<file path="config.mk">
export PLATFORM = sky130hd
export DESIGN_NAME = rdp_status_read
export DESIGN_NICKNAME = d
export VERILOG_FILES = /design/src/rtl/rdp_pkg.sv /design/src/rtl/rdp_access_detect.sv /design/src/rtl/rdp_toggle.sv /design/src/rtl/rdp_out_mux.sv /design/src/rtl/rdp_status_read.sv
export SDC_FILE = /design/constraint.sdc
export NUM_CORES = 1
export LEC_CHECK = 0
export ABC_AREA = 1
export CORE_UTILIZATION = 26
export DETAILED_ROUTE_END_ITERATION = 10
export PLACE_DENSITY = 0.83
export SLEW_MARGIN = 20
export SYNTH_ARGS = -nofsm -noshare
export SYNTH_HDL_FRONTEND = slang
export SYNTH_HIERARCHICAL = 1
export SYNTH_SLANG_ARGS = --single-unit
</file>
<file path="constraint.sdc">
create_clock -name clk -period 1 [get_ports clk]
set_input_delay 0.2 -clock clk [delete_from_list [all_inputs] [get_ports clk]]
set_output_delay 0.2 -clock clk [all_outputs]
set_load 0.05 [all_outputs]
</file>
<file path="src/rtl/rdp_pkg.sv">
package rdp_pkg;

  typedef enum logic {
    SRC_ARRAY  = 1'b0,
    SRC_STATUS = 1'b1
  } rd_src_e;

  // A cycle is a read window when both enables are low and write is idle.
  function automatic logic read_window(input logic ce_n, input logic oe_n,
                                       input logic we_n);
    return !ce_n && !oe_n && we_n;
  endfunction

  // Selects the source of the read byte for a given programming state.
  function automatic rd_src_e pick_source(input logic busy);
    return busy ? SRC_STATUS : SRC_ARRAY;
  endfunction

endpackage

</file>
<file path="src/rtl/rdp_access_detect.sv">
module rdp_access_detect
  import rdp_pkg::*;
(
  input  logic clk,
  input  logic rst_n,
  input  logic ce_n,
  input  logic oe_n,
  input  logic we_n,
  output logic rd_en,
  output logic access_start
);

  logic rd_en_q;

  assign rd_en        = read_window(ce_n, oe_n, we_n);
  assign access_start = rd_en && !rd_en_q;

  always_ff @(posedge clk or negedge rst_n) begin
    if (!rst_n) rd_en_q <= 1'b0;
    else        rd_en_q <= rd_en;
  end

endmodule

</file>
<file path="src/rtl/rdp_toggle.sv">
module rdp_toggle (
  input  logic clk,
  input  logic rst_n,
  input  logic access_start,
  input  logic busy,
  output logic tog_q,
  output logic tog_next
);

  logic tog_adv;

  assign tog_adv  = access_start && busy;
  assign tog_next = tog_q ^ tog_adv;

  always_ff @(posedge clk or negedge rst_n) begin
    if (!rst_n) tog_q <= 1'b0;
    else        tog_q <= tog_next;
  end

endmodule

</file>
<file path="src/rtl/rdp_out_mux.sv">
module rdp_out_mux
  import rdp_pkg::*;
#(
  parameter int DW = 8
) (
  input  logic          clk,
  input  logic          rst_n,
  input  logic          rd_en,
  input  logic          busy,
  input  logic [DW-1:0] last_data,
  input  logic [DW-1:0] arr_rdata,
  input  logic          tog_next,
  output logic [DW-1:0] rd_data,
  output logic          rd_drive
);

  localparam int POLL_BIT = DW - 1;
  localparam int TOG_BIT  = DW - 2;

  logic [DW-1:0] status_word;
  logic [DW-1:0] data_next;
  rd_src_e       src;

  // Build the status byte bit by bit.
  for (genvar b = 0; b < DW; b++) begin : g_status
    if (b == POLL_BIT) begin : g_poll
      assign status_word[b] = ~last_data[POLL_BIT];
    end else if (b == TOG_BIT) begin : g_tog
      assign status_word[b] = tog_next;
    end else begin : g_zero
      assign status_word[b] = 1'b0;
    end
  end

  assign src = pick_source(busy);

  always_comb begin
    data_next = '0;
    if (rd_en) data_next = (src == SRC_STATUS) ? status_word : arr_rdata;
  end

  always_ff @(posedge clk or negedge rst_n) begin
    if (!rst_n) begin
      rd_data  <= '0;
      rd_drive <= 1'b0;
    end else begin
      rd_data  <= data_next;
      rd_drive <= rd_en;
    end
  end

endmodule

</file>
<file path="src/rtl/rdp_status_read.sv">
module rdp_status_read #(
  parameter int AW = 15,
  parameter int DW = 8
) (
  input  logic          clk,
  input  logic          rst_n,
  input  logic          ce_n,
  input  logic          oe_n,
  input  logic          we_n,
  input  logic [AW-1:0] addr,
  input  logic          busy,
  input  logic [DW-1:0] last_data,
  input  logic [DW-1:0] arr_rdata,
  output logic [AW-1:0] arr_addr,
  output logic [DW-1:0] rd_data,
  output logic          rd_drive
);

  logic rd_en;
  logic access_start;
  logic tog_q;
  logic tog_next;

  assign arr_addr = addr;

  rdp_access_detect u_detect (
    .clk          (clk),
    .rst_n        (rst_n),
    .ce_n         (ce_n),
    .oe_n         (oe_n),
    .we_n         (we_n),
    .rd_en        (rd_en),
    .access_start (access_start)
  );

  rdp_toggle u_toggle (
    .clk          (clk),
    .rst_n        (rst_n),
    .access_start (access_start),
    .busy         (busy),
    .tog_q        (tog_q),
    .tog_next     (tog_next)
  );

  rdp_out_mux #(.DW(DW)) u_mux (
    .clk       (clk),
    .rst_n     (rst_n),
    .rd_en     (rd_en),
    .busy      (busy),
    .last_data (last_data),
    .arr_rdata (arr_rdata),
    .tog_next  (tog_next),
    .rd_data   (rd_data),
    .rd_drive  (rd_drive)
  );

endmodule

</file>
# Yosys cells after proc, flatten, opt, wreduce, memory -nomap -nowiden
# Cells that the tools add are included.
[totals]
output_inout_bits = 24
latchBits = 0
regBits = 10
n_memories = 0
ramBits = 0
romBits = 0
in_bits = 37
[op_classes]
magnitude_cmp = 0
n_mux = 3
n_shift = 0
n_reduce_logical = 7
addsub = 0
div_mod_pow = 0
n_eq_ne = 0
multipliers = 0
n_bitwise = 2
[ops]
columns = ["operator", "n"]
rows = [
  ["$mux W8", 2],
  ["$logic_and A1 B1 Y1", 4],
  ["$logic_not A1 Y1", 3],
  ["$mux W1", 1],
  ["$not A1 Y1", 1],
  ["$xor A1 B1 Y1", 1],
]

# Logic depth before layout (Yosys ltp)
# Gate-level depths: netlist (run 1).
[logic_depth]
ltp_word = 8
ltp_mapped = 10
depth_no_buf = 10

# Hierarchy
# Netlist (run 1), hierarchy kept.
[by_module_without_submodules]
columns = ["module", "instances", "cells_per_inst", "seq_area_each_um2", "area_each_um2"]
rows = [
  ["rdp_out_mux", 1, 32, 225.2, 314.1],
  ["rdp_status_read", 1, 15, 0.0, 112.6],
  ["rdp_toggle", 1, 6, 25.0, 45.0],
  ["rdp_access_detect", 1, 5, 25.0, 42.5],
]

# Least setup slack after synthesis (run 1)
# OpenSTA, ideal clock, no wires.
[synth_path]
kind = "reg2reg"
from = "reg u_detect.rd_en_q"
to = "reg u_mux.rd_data[6]"
setup_slack_ns = 0.118
t_required_ns = 0.883
t_arrival_ns = 0.765
setup_time_ns = 0.117
period_less_slack_ns = 0.882
stages_incl_launch_ff = 9
path_cell_list = "dfrtp_1 -> nor2_2 -> nand2_1 -> nand2_1 -> nand2_1 -> inv_1 -> nand2_1 -> nand2_1 -> nor2_1"
[synth_via]
elab_chain_cells = 6
[synth_lines]
columns = ["item", "line_no", "text"]
rows = [
  ["start, declared", "rdp_access_detect.sv:13", "logic rd_en_q;"],
  ["start signal, assigned", "rdp_access_detect.sv:20", "else rd_en_q <= rd_en;"],
  ["$logic_not A1 Y1", "rdp_access_detect.sv:16", "assign access_start = rd_en && !rd_en_q;"],
  ["$logic_and A1 B1 Y1", "rdp_access_detect.sv:16", ""],
  ["named net access_start", "rdp_status_read.sv:20", "logic access_start;"],
  ["$logic_and A1 B1 Y1", "rdp_toggle.sv:12", "assign tog_adv = access_start && busy;"],
  ["$xor A1 B1 Y1", "rdp_toggle.sv:13", "assign tog_next = tog_q ^ tog_adv;"],
  ["named net tog_next", "rdp_status_read.sv:22", "logic tog_next;"],
  ["$mux W8 (2 in a row)", "rdp_out_mux.sv:39", "if (rd_en) data_next = (src == SRC_STATUS) ? status_word : arr_rdata;"],
  ["named net u_mux.data_next[6]", "rdp_out_mux.sv:21", "logic [DW-1:0] data_next;"],
  ["end signal, assigned", "rdp_out_mux.sv:47", "rd_data <= data_next;"],
  ["end, declared", "rdp_out_mux.sv:13", "output logic [DW-1:0] rd_data,"],
]
# The timed path passes the listed nets, and every way through them passes these cells.

# Final worst setup path (run 1)
[layout_path]
from = "reg u_mux.rd_data[4]"
to = "out rd_data[4]"
[layout_lines]
columns = ["item", "line_no", "text"]
rows = [
  ["end, declared", "rdp_status_read.sv:15", "output logic [DW-1:0] rd_data,"],
]
# No word-level cell between the ends.

==> results of run 1 <==
==> metrics by stage <==
stage | instance area (µm²) | setup WS (ns)
6_report | 815 | -0.0184
5_1_grt | 815 | -0.0535
4_1_cts | 810 | -0.0319
3_5_place_dp | 776 | -0.378
3_3_place_gp | 776 | -0.317
2_1_floorplan | 514 | 0.118
==> synth_stat cells (all sizes together) <==
cell	number	area share, %
buf	15	22
dfrtp	11	54
inv	10	7.3
nand2	9	7.1
nand3	1	0.97
nor2	12	9.2
==> timing repair <==
item                       CTS  global route
buffers inserted             1             0
pin swaps                    4             1
resized for setup            4             3
setup endpoints to repair   10            10
==> cell families (layout without fill, tap and decap cells) <==
| kind of cell | after synthesis | in the layout | share of synthesized area [%] |
|---|---|---|---|
| buffers and inverters | 25 | 41 | 29.2 |
| and+or+nand+nor | 22 | 22 | 17.3 |
| DFF | 11 | 11 | 53.5 |
==> final cells by class <==
type                    count  area share, %
repair buffers             27           42.5
well taps                  25           3.84
inverters                  10           4.61
flip-flops and latches     11           33.8
clock buffers               3           2.76
multi-input cells          22           11.8
clock inverters             1          0.614
==> layer usage <==
| metal | vias up | share of wire, % | global-route usage, % | wire length, µm |
|---|---|---|---|---|
| met2 | 24 | 58 | 16.9 | 524 |
| met4 | 0 | 1.1 | 4.71 | 10 |
| met5 | - | 0 | 0 | 0 |
| met3 | 4 | 8.2 | 5.10 | 74 |
| met1 | 177 | 33 | 8.19 | 298 |
| li1 | 184 | - | - | - |
==> worst reg2reg max path, cell delays in order (launching register included) <==
cell	delay (ns)
dfrtp_1	0.37
nor2_2	0.12
nand2_1	0.07
nand2_1	0.08
nand2_2	0.07
inv_2	0.04
nand2_1	0.04
nand2_1	0.06
nor2_1	0.04
==> worst max path at each step <==
stage / startpoint / end / slack (ns) / depth (start not counted)
final: u_mux/rd_data[4]$_DFF_PN0_ / rd_data[4] / -0.02 / 1
after global routing: u_mux/rd_data[7]$_DFF_PN0_ / rd_data[7] / -0.05 / 1
after CTS: u_mux/rd_data[4]$_DFF_PN0_ / rd_data[4] / -0.03 / 1
after detailed placement: oe_n / u_mux/rd_data[6]$_DFF_PN0_ / -0.38 / 11
after global placement: oe_n / u_mux/rd_data[6]$_DFF_PN0_ / -0.32 / 11
after floorplan: u_detect/rd_en_q$_DFF_PN0_ / u_mux/rd_data[6]$_DFF_PN0_ / 0.12 / 8
==> sequential cells by signal, summed over array words and instances (netlist names) <==
signal and flops:
u_detect/rd_en_q 1, u_toggle/tog_q 1, u_mux/rd_drive 1, u_mux/rd_data 8
==> power breakdown <==
part,switching (µW),internal (µW)
combinational,87.2,108
sequential,13.7,463
clock,145,147
==> flow_summary.html, run 1 <==
<table>
<tr><th>Metric</th><th>Value</th></tr>
<tr><th colspan="2">Finish</th></tr>
<tr><td>Fill cell instance count of the final layout</td><td>163</td></tr>
<tr><td>Inserted Diodes</td><td>0</td></tr>
<tr><td>Top library cells by usage in the layout, fill and taps aside</td><td>clkdlybuf4s50_1, dfrtp_1, nor2_1</td></tr>
<tr><td>Utilization of the core after routing</td><td>45.7%</td></tr>
<tr><td>Post-layout nets</td><td>112</td></tr>
<tr><td>Multi-input gate area in the final layout</td><td>96.3 µm²</td></tr>
<tr><td>Total area of sequential cells</td><td>275 µm²</td></tr>
<tr><td>Non-filler instance count after layout</td><td>99</td></tr>
<tr><td>Synthesis-to-finish area growth</td><td>58.4%</td></tr>
<tr><td>Share of layout cells above drive strength 1</td><td>32.4%</td></tr>
<tr><th colspan="2">Yosys</th></tr>
<tr><td>Netlist Area Pre-Place</td><td>514 µm²</td></tr>
<tr><td>Library cells used by synthesis</td><td>9</td></tr>
<tr><td>Count of yosys warnings during synthesis</td><td>6</td></tr>
<tr><td>Flop and latch count out of synthesis</td><td>11</td></tr>
<tr><td>Mean area per synthesized cell</td><td>8.87 µm²</td></tr>
<tr><td>Post-synthesis instance total</td><td>58</td></tr>
<tr><td>Portion of the post-synthesis area used by sequential elements</td><td>53.5%</td></tr>
<tr><td>Syn_nets</td><td>95</td></tr>
<tr><th colspan="2">Routing</th></tr>
<tr><td>Count of unresolved DRC violations after routing</td><td>0</td></tr>
<tr><td>DRT Pass-1 Iters</td><td>4</td></tr>
<tr><td>Total routed wirelength</td><td>907 µm</td></tr>
<tr><td>Wire length per cell after detailed routing</td><td>9.16 µm</td></tr>
<tr><td>Vias per inst</td><td>3.93</td></tr>
<tr><td>Count of routing violations after the opening detailed-route iteration</td><td>1</td></tr>
<tr><td>Via count</td><td>389</td></tr>
<tr><td>Remaining antenna violation count</td><td>0</td></tr>
<tr><th colspan="2">Run status</th></tr>
<tr><td>Violated checks</td><td>negative setup slack</td></tr>
<tr><td>Run status</td><td>finished with violations</td></tr>
<tr><th colspan="2">STA</th></tr>
<tr><td>Clock period minus worst slack</td><td>1.02 ns</td></tr>
<tr><td>Post-route clock period utilization</td><td>102%</td></tr>
<tr><td>Number of max-slew violations in the final report</td><td>0</td></tr>
<tr><td>Number of endpoints with negative hold slack in the final report</td><td>0</td></tr>
<tr><td>Total of endpoints with negative setup slack in the final report</td><td>9</td></tr>
<tr><td>Transition time of the tightest slew-check pin</td><td>0.160 ns</td></tr>
<tr><td>Normalized max-slew margin</td><td>89.3%</td></tr>
<tr><td>Setup repair after global routing missed its margin</td><td>true</td></tr>
<tr><td>Worst clock skew</td><td>0.000115 ns</td></tr>
<tr><td>Total negative slack for setup checks</td><td>-0.114 ns</td></tr>
<tr><td>FMAX</td><td>0.982 GHz</td></tr>
<tr><td>Smallest setup slack after layout</td><td>-0.0184 ns</td></tr>
<tr><td>Minimum hold slack</td><td>0.236 ns</td></tr>
<tr><th colspan="2">Setup path</th></tr>
<tr><td>Number of cells on the worst reg-to-reg path</td><td>8</td></tr>
<tr><td>Number of buffers and inverters on the critical path</td><td>1</td></tr>
<tr><td>Stage delay of the slowest cell on the critical path</td><td>0.40 ns</td></tr>
<tr><td>Sort of element at the start of the critical path</td><td>flip-flop</td></tr>
<tr><td>CP delay by family, top</td><td>flip-flops</td></tr>
<tr><td>Launch point of the worst reg-to-reg path</td><td>u_detect/rd_en_q$_DFF_PN0_</td></tr>
<tr><td>Data arrival time of the worst path</td><td>0.82 ns</td></tr>
<tr><td>Slowest cell on the critical path</td><td>dfrtp_1</td></tr>
<tr><td>Cells along the critical path</td><td>buf_12</td></tr>
<tr><td>Required time of the worst setup path</td><td>0.80 ns</td></tr>
<tr><td>Worst setup path class</td><td>flip-flop to output port</td></tr>
<tr><td>Worst Path Max Fanout</td><td>1</td></tr>
<tr><td>Reg-to-reg setup timing slack</td><td>0.02 ns</td></tr>
<tr><td>Critical register-to-register path endpoint</td><td>u_mux/rd_data[6]$_DFF_PN0_</td></tr>
<tr><td>Kind of end point of the critical path</td><td>output port</td></tr>
<tr><th colspan="2">Clock tree</th></tr>
<tr><td>Post-CTS Hold Buffers</td><td>0</td></tr>
<tr><td>Clock tree root driver cell</td><td>clkbuf_4</td></tr>
<tr><td>Number of levels in the clock H-tree</td><td>1</td></tr>
<tr><td>Clock net sink count</td><td>11</td></tr>
<tr><td>Number of CTS-inserted buffers</td><td>3</td></tr>
<tr><td>Worst-Skew Late Latency</td><td>0.26 ns</td></tr>
<tr><td>Max Buffers Root-to-Sink</td><td>2</td></tr>
<tr><td>Clock tree from TritonCTS</td><td>done</td></tr>
<tr><td>Post-CTS clock slew at the launch and capture registers of the worst setup and hold paths</td><td>0.07 ns</td></tr>
<tr><th colspan="2">Global routing</th></tr>
<tr><td>Wire length of the first global-routing pass</td><td>1370 µm</td></tr>
<tr><td>Number of antenna violations at the first check in global routing</td><td>0</td></tr>
<tr><td>Overall overflow remaining after global route</td><td>0</td></tr>
<tr><td>Overall fraction of global-route tracks in use</td><td>9.39%</td></tr>
<tr><td>Pin count of the biggest net entering global routing</td><td>12</td></tr>
<tr><td>Via count of the first global-routing pass</td><td>369</td></tr>
<tr><th colspan="2">Floorplan</th></tr>
<tr><td>Placement row count</td><td>15</td></tr>
<tr><td>Number of top-level pins</td><td>61</td></tr>
<tr><td>Vert. Die Dim</td><td>46.5 µm</td></tr>
<tr><td>Area of the core</td><td>1780 µm²</td></tr>
<tr><td>Total die area</td><td>2160 µm²</td></tr>
<tr><td>Starting utilization of the core area</td><td>28.8%</td></tr>
<tr><td>Horizontal die dimension</td><td>46.5 µm</td></tr>
<tr><th colspan="2">Job</th></tr>
<tr><td>Total of max-cap violations</td><td>0</td></tr>
<tr><th colspan="2">Power</th></tr>
<tr><td>Total chip power</td><td>965 µW</td></tr>
<tr><td>Maximum VDD drop</td><td>0.533 mV</td></tr>
<tr><td>Power Density</td><td>1180 nW/µm²</td></tr>
<tr><td>Leakage power total</td><td>0.000420 µW</td></tr>
<tr><th colspan="2">Min path</th></tr>
<tr><td>Path type of the worst min-delay path</td><td>input pin to asynchronous set/reset pin</td></tr>
<tr><th colspan="2">Placed design</th></tr>
<tr><td>GPL Wtd Cong</td><td>0.663</td></tr>
<tr><td>Placed Instances</td><td>94</td></tr>
<tr><td>Final HPWL from detailed placement</td><td>764 µm</td></tr>
<tr><td>Number of port buffers</td><td>23</td></tr>
</table>
No activity file was read; power rests on OpenSTA's default activity.
==> run 2: changes to the inputs <==
--- a/config.mk
+++ b/config.mk
@@ -6,9 +6,11 @@
 export NUM_CORES = 1
 export LEC_CHECK = 0
 export ABC_AREA = 1
-export CORE_UTILIZATION = 26
+export CORE_AREA = 2 2 39 41
 export DETAILED_ROUTE_END_ITERATION = 10
-export PLACE_DENSITY = 0.83
+export DIE_AREA = 0 0 41 43
+export DONT_BUFFER_PORTS = 1
+export PLACE_DENSITY = 0.57
 export SLEW_MARGIN = 20
 export SYNTH_ARGS = -nofsm -noshare
 export SYNTH_HDL_FRONTEND = slang
==> flow_summary.html, run 2 (synthesis results as in run 1) <==
<table>
<tr><th>Metric</th><th>Value</th></tr>
<tr><th colspan="2">Setup path</th></tr>
<tr><td>Kind of end point of the critical path</td><td>output port</td></tr>
<tr><td>Data arrival time of the worst path</td><td>0.78 ns</td></tr>
<tr><td>Worst setup path class</td><td>flip-flop to output port</td></tr>
<tr><td>Slowest cell on the critical path</td><td>dfrtp_1</td></tr>
<tr><td>Cells along the critical path</td><td>buf_6</td></tr>
<tr><td>CP delay by family, top</td><td>flip-flops</td></tr>
<tr><td>Stage delay of the slowest cell on the critical path</td><td>0.38 ns</td></tr>
<tr><td>Worst Path Max Fanout</td><td>1</td></tr>
<tr><td>Required time of the worst setup path</td><td>0.80 ns</td></tr>
<tr><td>Number of buffers and inverters on the critical path</td><td>1</td></tr>
<tr><td>Sort of element at the start of the critical path</td><td>flip-flop</td></tr>
<tr><th colspan="2">Global routing</th></tr>
<tr><td>Via count of the first global-routing pass</td><td>292</td></tr>
<tr><td>Wire length of the first global-routing pass</td><td>1240 µm</td></tr>
<tr><td>Overall fraction of global-route tracks in use</td><td>10.6%</td></tr>
<tr><td>Number of antenna violations at the first check in global routing</td><td>0</td></tr>
<tr><td>Overall overflow remaining after global route</td><td>0</td></tr>
<tr><td>Pin count of the biggest net entering global routing</td><td>12</td></tr>
<tr><th colspan="2">Routing</th></tr>
<tr><td>Total routed wirelength</td><td>778 µm</td></tr>
<tr><td>DRT Pass-1 Iters</td><td>2</td></tr>
<tr><td>Remaining antenna violation count</td><td>0</td></tr>
<tr><td>Vias per inst</td><td>4.25</td></tr>
<tr><td>Count of routing violations after the opening detailed-route iteration</td><td>2</td></tr>
<tr><td>Via count</td><td>310</td></tr>
<tr><td>Wire length per cell after detailed routing</td><td>10.7 µm</td></tr>
<tr><td>Count of unresolved DRC violations after routing</td><td>0</td></tr>
<tr><th colspan="2">STA</th></tr>
<tr><td>Setup repair after global routing missed its margin</td><td>true</td></tr>
<tr><td>Number of max-slew violations in the final report</td><td>0</td></tr>
<tr><td>Post-route clock period utilization</td><td>98.3%</td></tr>
<tr><td>Total of endpoints with negative setup slack in the final report</td><td>0</td></tr>
<tr><td>Number of endpoints with negative hold slack in the final report</td><td>0</td></tr>
<tr><td>Clock period minus worst slack</td><td>0.983 ns</td></tr>
<tr><td>Transition time of the tightest slew-check pin</td><td>0.483 ns</td></tr>
<tr><td>Normalized max-slew margin</td><td>67.7%</td></tr>
<tr><td>FMAX</td><td>1.02 GHz</td></tr>
<tr><td>Smallest setup slack after layout</td><td>0.0171 ns</td></tr>
<tr><td>Worst clock skew</td><td>0.000636 ns</td></tr>
<tr><th colspan="2">Placed design</th></tr>
<tr><td>Setup slack after placement</td><td>0.0473 ns</td></tr>
<tr><td>Final HPWL from detailed placement</td><td>599 µm</td></tr>
<tr><td>Number of port buffers</td><td>0</td></tr>
<tr><td>GPL Wtd Cong</td><td>0.520</td></tr>
<tr><td>Placed Instances</td><td>68</td></tr>
<tr><th colspan="2">Clock tree</th></tr>
<tr><td>Post-CTS clock slew at the launch and capture registers of the worst setup and hold paths</td><td>0.06 ns</td></tr>
<tr><td>Number of levels in the clock H-tree</td><td>1</td></tr>
<tr><td>Max Buffers Root-to-Sink</td><td>2</td></tr>
<tr><td>Clock tree root driver cell</td><td>clkbuf_4</td></tr>
<tr><td>Clock net sink count</td><td>11</td></tr>
<tr><td>Number of CTS-inserted buffers</td><td>3</td></tr>
<tr><td>Clock tree from TritonCTS</td><td>done</td></tr>
<tr><td>Setup fix buffers added after clock tree synthesis</td><td>0</td></tr>
<tr><td>Worst-Skew Late Latency</td><td>0.25 ns</td></tr>
<tr><th colspan="2">Floorplan</th></tr>
<tr><td>Starting utilization of the core area</td><td>37.2%</td></tr>
<tr><td>Total die area</td><td>1760 µm²</td></tr>
<tr><td>Number of top-level pins</td><td>61</td></tr>
<tr><td>Placement row count</td><td>14</td></tr>
<tr><td>Vert. Die Dim</td><td>43 µm</td></tr>
<tr><td>Area of the core</td><td>1380 µm²</td></tr>
<tr><td>Horizontal die dimension</td><td>41 µm</td></tr>
<tr><th colspan="2">Run status</th></tr>
<tr><td>Run status</td><td>completed</td></tr>
<tr><th colspan="2">Min path</th></tr>
<tr><td>Path type of the worst min-delay path</td><td>input pin to flip-flop</td></tr>
<tr><th colspan="2">Finish</th></tr>
<tr><td>Top library cells by usage in the layout, fill and taps aside</td><td>nor2_1, dfrtp_1, buf_6</td></tr>
<tr><td>Post-layout nets</td><td>95</td></tr>
<tr><td>Synthesis-to-finish area growth</td><td>9.25%</td></tr>
<tr><td>Share of layout cells above drive strength 1</td><td>29.8%</td></tr>
<tr><td>Flip-flop count of the largest register, all copies and words added</td><td>8</td></tr>
<tr><td>Fill cell instance count of the final layout</td><td>142</td></tr>
<tr><td>Non-filler instance count after layout</td><td>73</td></tr>
<tr><td>Biggest register</td><td>u_mux/rd_data</td></tr>
<tr><td>Inserted Diodes</td><td>0</td></tr>
<tr><th colspan="2">Power</th></tr>
<tr><td>Leakage power total</td><td>0.000323 µW</td></tr>
<tr><td>Maximum VDD drop</td><td>0.547 mV</td></tr>
<tr><td>Power Density</td><td>1530 nW/µm²</td></tr>
<tr><th colspan="2">Job</th></tr>
<tr><td>Total of max-cap violations</td><td>0</td></tr>
</table>
[run 2: cell types whose count changed in the layout (fill, tap and decap cells not counted), sizes merged]
cell           previous run  this run
clkdlybuf4s50            11         0
dlygate4sd3               0         1
clkinv                    1         0
dlygate4sd2               3         0
clkbuf                    3         4
buf                      13         9
[run 2: what timing repair did]
item	4_1_cts	5_1_grt
pin swaps	0	4
endpoints found under the hold margin	11	0
hold buffers	1	0
setup endpoints to repair	9	10
gates resized for setup	9	2
[run 2: layout make-up]
class / instances / area [µm²] / share of cell area, %
multi-input cells: 22 / 91.3 / 16.3
inverters: 10 / 37.5 / 6.68
flip-flops and latches: 11 / 275 / 49.0
well taps: 16 / 20.0 / 3.56
repair buffers: 10 / 111 / 19.8
clock buffers: 4 / 26.3 / 4.68
[run 2: worst paths after layout]
path                                         endpoint                  startpoint  cells after the start  slack, ns
min reg2reg                  u_toggle/tog_q$_DFF_PN0_    u_toggle/tog_q$_DFF_PN0_                      2       0.54
max in group asynchronous  u_mux/rd_data[5]$_DFF_PN0_                       rst_n                      1       0.34
min                        u_mux/rd_data[0]$_DFF_PN0_                arr_rdata[0]                      2       0.04
max                                        rd_data[4]  u_mux/rd_data[4]$_DFF_PN0_                      1       0.02
min in group asynchronous  u_detect/rd_en_q$_DFF_PN0_                       rst_n                      1       0.34
max reg2reg                u_mux/rd_data[6]$_DFF_PN0_  u_detect/rd_en_q$_DFF_PN0_                      8       0.06
[run 2: report_power, final]
part	leakage, µW	switching [µW]	internal (µW)
sequential	0.000149	9.40	463
clock	0.0000150	130	154
combinational	0.000159	70.5	35.2
total	0.000323	210	652
[run 2: stage by stage]
step           setup TNS (ns)  util [%]  total power (µW)  cell area [µm²]  hold WS [ns]
6_report                    0      40.6               862              562        0.0417
5_1_grt                -0.165      40.6               924              562        0.0346
4_1_cts                     0      40.4               876              559        0.0306
3_5_place_dp                0      35.4               565              489       -0.0953
3_3_place_gp                0      35.4               561              489       -0.0953
2_1_floorplan               0         -               705              514       -0.0956
[run 2: layer usage]
layer | GRT usage, % | wire, µm | vias up
li1 | - | - | 148
met1 | 11.4 | 288 | 127
met2 | 15.0 | 339 | 25
met3 | 4.19 | 117 | 10
met4 | 9.33 | 32 | 0
met5 | 0 | 0 | -
==> run 3: changes to the inputs <==
==> constraint.sdc (replaced) <==
create_clock -name clk -period 1 [get_ports clk]
set_input_delay 0.2 -clock clk [delete_from_list [all_inputs] [get_ports clk]]
set_output_delay 0.2 -clock clk [all_outputs]
set_load 0.1 [all_outputs]
==> flow_summary.html, run 3 (synthesis results as in run 1) <==
<table>
<tr><th>Metric</th><th>Value</th></tr>
<tr><th colspan="2">Floorplan</th></tr>
<tr><td>Placement row count</td><td>14</td></tr>
<tr><td>Vert. Die Dim</td><td>43 µm</td></tr>
<tr><td>Starting utilization of the core area</td><td>37.2%</td></tr>
<tr><td>Area of the core</td><td>1380 µm²</td></tr>
<tr><td>Number of top-level pins</td><td>61</td></tr>
<tr><td>Total die area</td><td>1760 µm²</td></tr>
<tr><td>Horizontal die dimension</td><td>41 µm</td></tr>
<tr><th colspan="2">Routing</th></tr>
<tr><td>Vias per inst</td><td>4.26</td></tr>
<tr><td>Count of routing violations after the opening detailed-route iteration</td><td>3</td></tr>
<tr><td>Total routed wirelength</td><td>809 µm</td></tr>
<tr><td>Via count</td><td>315</td></tr>
<tr><td>DRT Pass-1 Iters</td><td>4</td></tr>
<tr><td>Count of unresolved DRC violations after routing</td><td>0</td></tr>
<tr><td>Remaining antenna violation count</td><td>0</td></tr>
<tr><td>Wire length per cell after detailed routing</td><td>10.9 µm</td></tr>
<tr><th colspan="2">Finish</th></tr>
<tr><td>Final Instance Area</td><td>657 µm²</td></tr>
<tr><td>Synthesis-to-finish area growth</td><td>27.7%</td></tr>
<tr><td>Flip-flop count of the largest register, all copies and words added</td><td>8</td></tr>
<tr><td>Biggest register</td><td>u_mux/rd_data</td></tr>
<tr><td>Share of layout cells above drive strength 1</td><td>43.1%</td></tr>
<tr><td>Top library cells by usage in the layout, fill and taps aside</td><td>nor2_1, buf_12, inv_1, dfrtp_2, nand2_1</td></tr>
<tr><td>Most common library cell in the layout ignoring fill and taps</td><td>nor2_1</td></tr>
<tr><td>Post-layout nets</td><td>96</td></tr>
<tr><td>Inserted Diodes</td><td>0</td></tr>
<tr><th colspan="2">STA</th></tr>
<tr><td>Number of max-slew violations in the final report</td><td>0</td></tr>
<tr><td>Worst clock skew</td><td>0.000205 ns</td></tr>
<tr><td>FMAX</td><td>0.955 GHz</td></tr>
<tr><td>Transition time of the tightest slew-check pin</td><td>0.466 ns</td></tr>
<tr><td>Setup repair after global routing missed its margin</td><td>true</td></tr>
<tr><td>Total negative slack for setup checks</td><td>-0.334 ns</td></tr>
<tr><td>Number of endpoints with negative hold slack in the final report</td><td>0</td></tr>
<tr><td>Normalized max-slew margin</td><td>68.8%</td></tr>
<tr><td>Post-route clock period utilization</td><td>105%</td></tr>
<tr><td>Smallest setup slack after layout</td><td>-0.0468 ns</td></tr>
<tr><td>Total of endpoints with negative setup slack in the final report</td><td>9</td></tr>
<tr><td>Clock period minus worst slack</td><td>1.05 ns</td></tr>
<tr><th colspan="2">Setup path</th></tr>
<tr><td>Data arrival time of the worst path</td><td>0.85 ns</td></tr>
<tr><td>Number of cells on the worst reg-to-reg path</td><td>7</td></tr>
<tr><td>Reg-to-reg setup timing slack</td><td>0.07 ns</td></tr>
<tr><td>Slowest cell on the critical path</td><td>dfrtp_2</td></tr>
<tr><td>Required time of the worst setup path</td><td>0.80 ns</td></tr>
<tr><td>Stage delay of the slowest cell on the critical path</td><td>0.42 ns</td></tr>
<tr><td>Worst setup path class</td><td>flip-flop to output port</td></tr>
<tr><td>Worst Path Max Fanout</td><td>1</td></tr>
<tr><td>Launch point of the worst reg-to-reg path</td><td>u_detect/rd_en_q$_DFF_PN0_</td></tr>
<tr><td>CP delay by family, top</td><td>flip-flops</td></tr>
<tr><td>Kind of end point of the critical path</td><td>output port</td></tr>
<tr><td>Critical register-to-register path endpoint</td><td>u_mux/rd_data[6]$_DFF_PN0_</td></tr>
<tr><td>Number of buffers and inverters on the critical path</td><td>1</td></tr>
<tr><td>Cells along the critical path</td><td>buf_12</td></tr>
<tr><td>Sort of element at the start of the critical path</td><td>flip-flop</td></tr>
<tr><th colspan="2">Power</th></tr>
<tr><td>Total chip power</td><td>923 µW</td></tr>
<tr><td>Leakage power total</td><td>0.000333 µW</td></tr>
<tr><td>Power Density</td><td>1410 nW/µm²</td></tr>
<tr><td>Maximum VDD drop</td><td>0.628 mV</td></tr>
<tr><th colspan="2">Min path</th></tr>
<tr><td>Path type of the worst min-delay path</td><td>input pin to flip-flop</td></tr>
<tr><td>Worst Hold Depth</td><td>2</td></tr>
<tr><td>Source of the worst hold timing path</td><td>arr_rdata[4]</td></tr>
<tr><td>Endpoint, Worst Hold</td><td>u_mux/rd_data[4]$_DFF_PN0_</td></tr>
<tr><th colspan="2">Placed design</th></tr>
<tr><td>Number of port buffers</td><td>0</td></tr>
<tr><td>Post-Place Cell Area</td><td>613 µm²</td></tr>
<tr><td>GPL Wtd Cong</td><td>0.565</td></tr>
<tr><td>Final HPWL from detailed placement</td><td>640 µm</td></tr>
<tr><th colspan="2">Clock tree</th></tr>
<tr><td>Max Buffers Root-to-Sink</td><td>2</td></tr>
<tr><td>Worst-Skew Late Latency</td><td>0.26 ns</td></tr>
<tr><td>Clock tree from TritonCTS</td><td>done</td></tr>
<tr><td>Number of gates resized after CTS</td><td>0</td></tr>
<tr><td>Post-CTS clock slew at the launch and capture registers of the worst setup and hold paths</td><td>0.07 ns</td></tr>
<tr><td>Number of levels in the clock H-tree</td><td>1</td></tr>
<tr><td>Number of CTS-inserted buffers</td><td>3</td></tr>
<tr><td>Clock tree root driver cell</td><td>clkbuf_4</td></tr>
<tr><td>Clock net sink count</td><td>11</td></tr>
<tr><th colspan="2">Run status</th></tr>
<tr><td>Run status</td><td>finished with violations</td></tr>
<tr><td>Violated checks</td><td>negative setup slack</td></tr>
<tr><th colspan="2">Job</th></tr>
<tr><td>Total of max-cap violations</td><td>0</td></tr>
<tr><th colspan="2">Global routing</th></tr>
<tr><td>Number of antenna violations at the first check in global routing</td><td>0</td></tr>
<tr><td>Via count of the first global-routing pass</td><td>301</td></tr>
<tr><td>Wire length of the first global-routing pass</td><td>1150 µm</td></tr>
<tr><td>Overall overflow remaining after global route</td><td>0</td></tr>
<tr><td>Overall fraction of global-route tracks in use</td><td>10.4%</td></tr>
<tr><td>Pin count of the biggest net entering global routing</td><td>12</td></tr>
</table>
run 3: metrics by stage:
step	utilization [%]	hold slack, ns	cells	setup WS [ns]
final	47.5	0.0393	74	-0.0468
after global routing	47.5	0.0259	74	-0.0690
after CTS	46.9	0.0270	73	-0.0613
after detailed placement	44.3	-0.0953	68	0.0493
after global placement	44.3	-0.0953	68	0.0860
after floorplan	-	-0.0956	58	0.117
run 3: timing repair:
item | in CTS | in global routing
hold buffers | 1 | 0
cloned | 0 | 0
endpoints found under the setup margin | 9 | 10
endpoints found under the hold margin | 11 | 0
pin swaps | 0 | 4
buffers inserted | 0 | 1
run 3: worst max path at each step:
stage               cells after the start                    endpoint                       start
finish                                  1                  rd_data[1]  u_mux/rd_data[1]$_DFF_PN0_
floorplan                               8  u_mux/rd_data[6]$_DFF_PN0_  u_detect/rd_en_q$_DFF_PN0_
global placement                        8  u_mux/rd_data[6]$_DFF_PN0_  u_detect/rd_en_q$_DFF_PN0_
global route                            1                  rd_data[6]  u_mux/rd_data[6]$_DFF_PN0_
CTS                                     1                  rd_data[1]  u_mux/rd_data[1]$_DFF_PN0_
detailed placement                      8  u_mux/rd_data[6]$_DFF_PN0_  u_detect/rd_en_q$_DFF_PN0_
run 3: area by class of cell:
type | count | area, µm²
fill | 130 | 727
sequential | 11 | 287
timing repair buffer | 11 | 198
multi-input combinational | 22 | 88.8
inverter | 10 | 37.5
clock buffer | 4 | 26.3
tap | 16 | 20.0
run 3: power by group:
group          switching (µW)  internal, µW
Sequential               11.2           465
Combinational             101          60.0
Clock                     132           154
run 3: per-layer routing:
metal / GRT usage, % / vias up / share of wire, %
met1: 8.42 / 132 / 31
met3: 3.14 / 10 / 13
met5: 0 / - / 0
met2: 15.0 / 22 / 52
li1: - / 151 / -
met4: 15.3 / 0 / 4.9
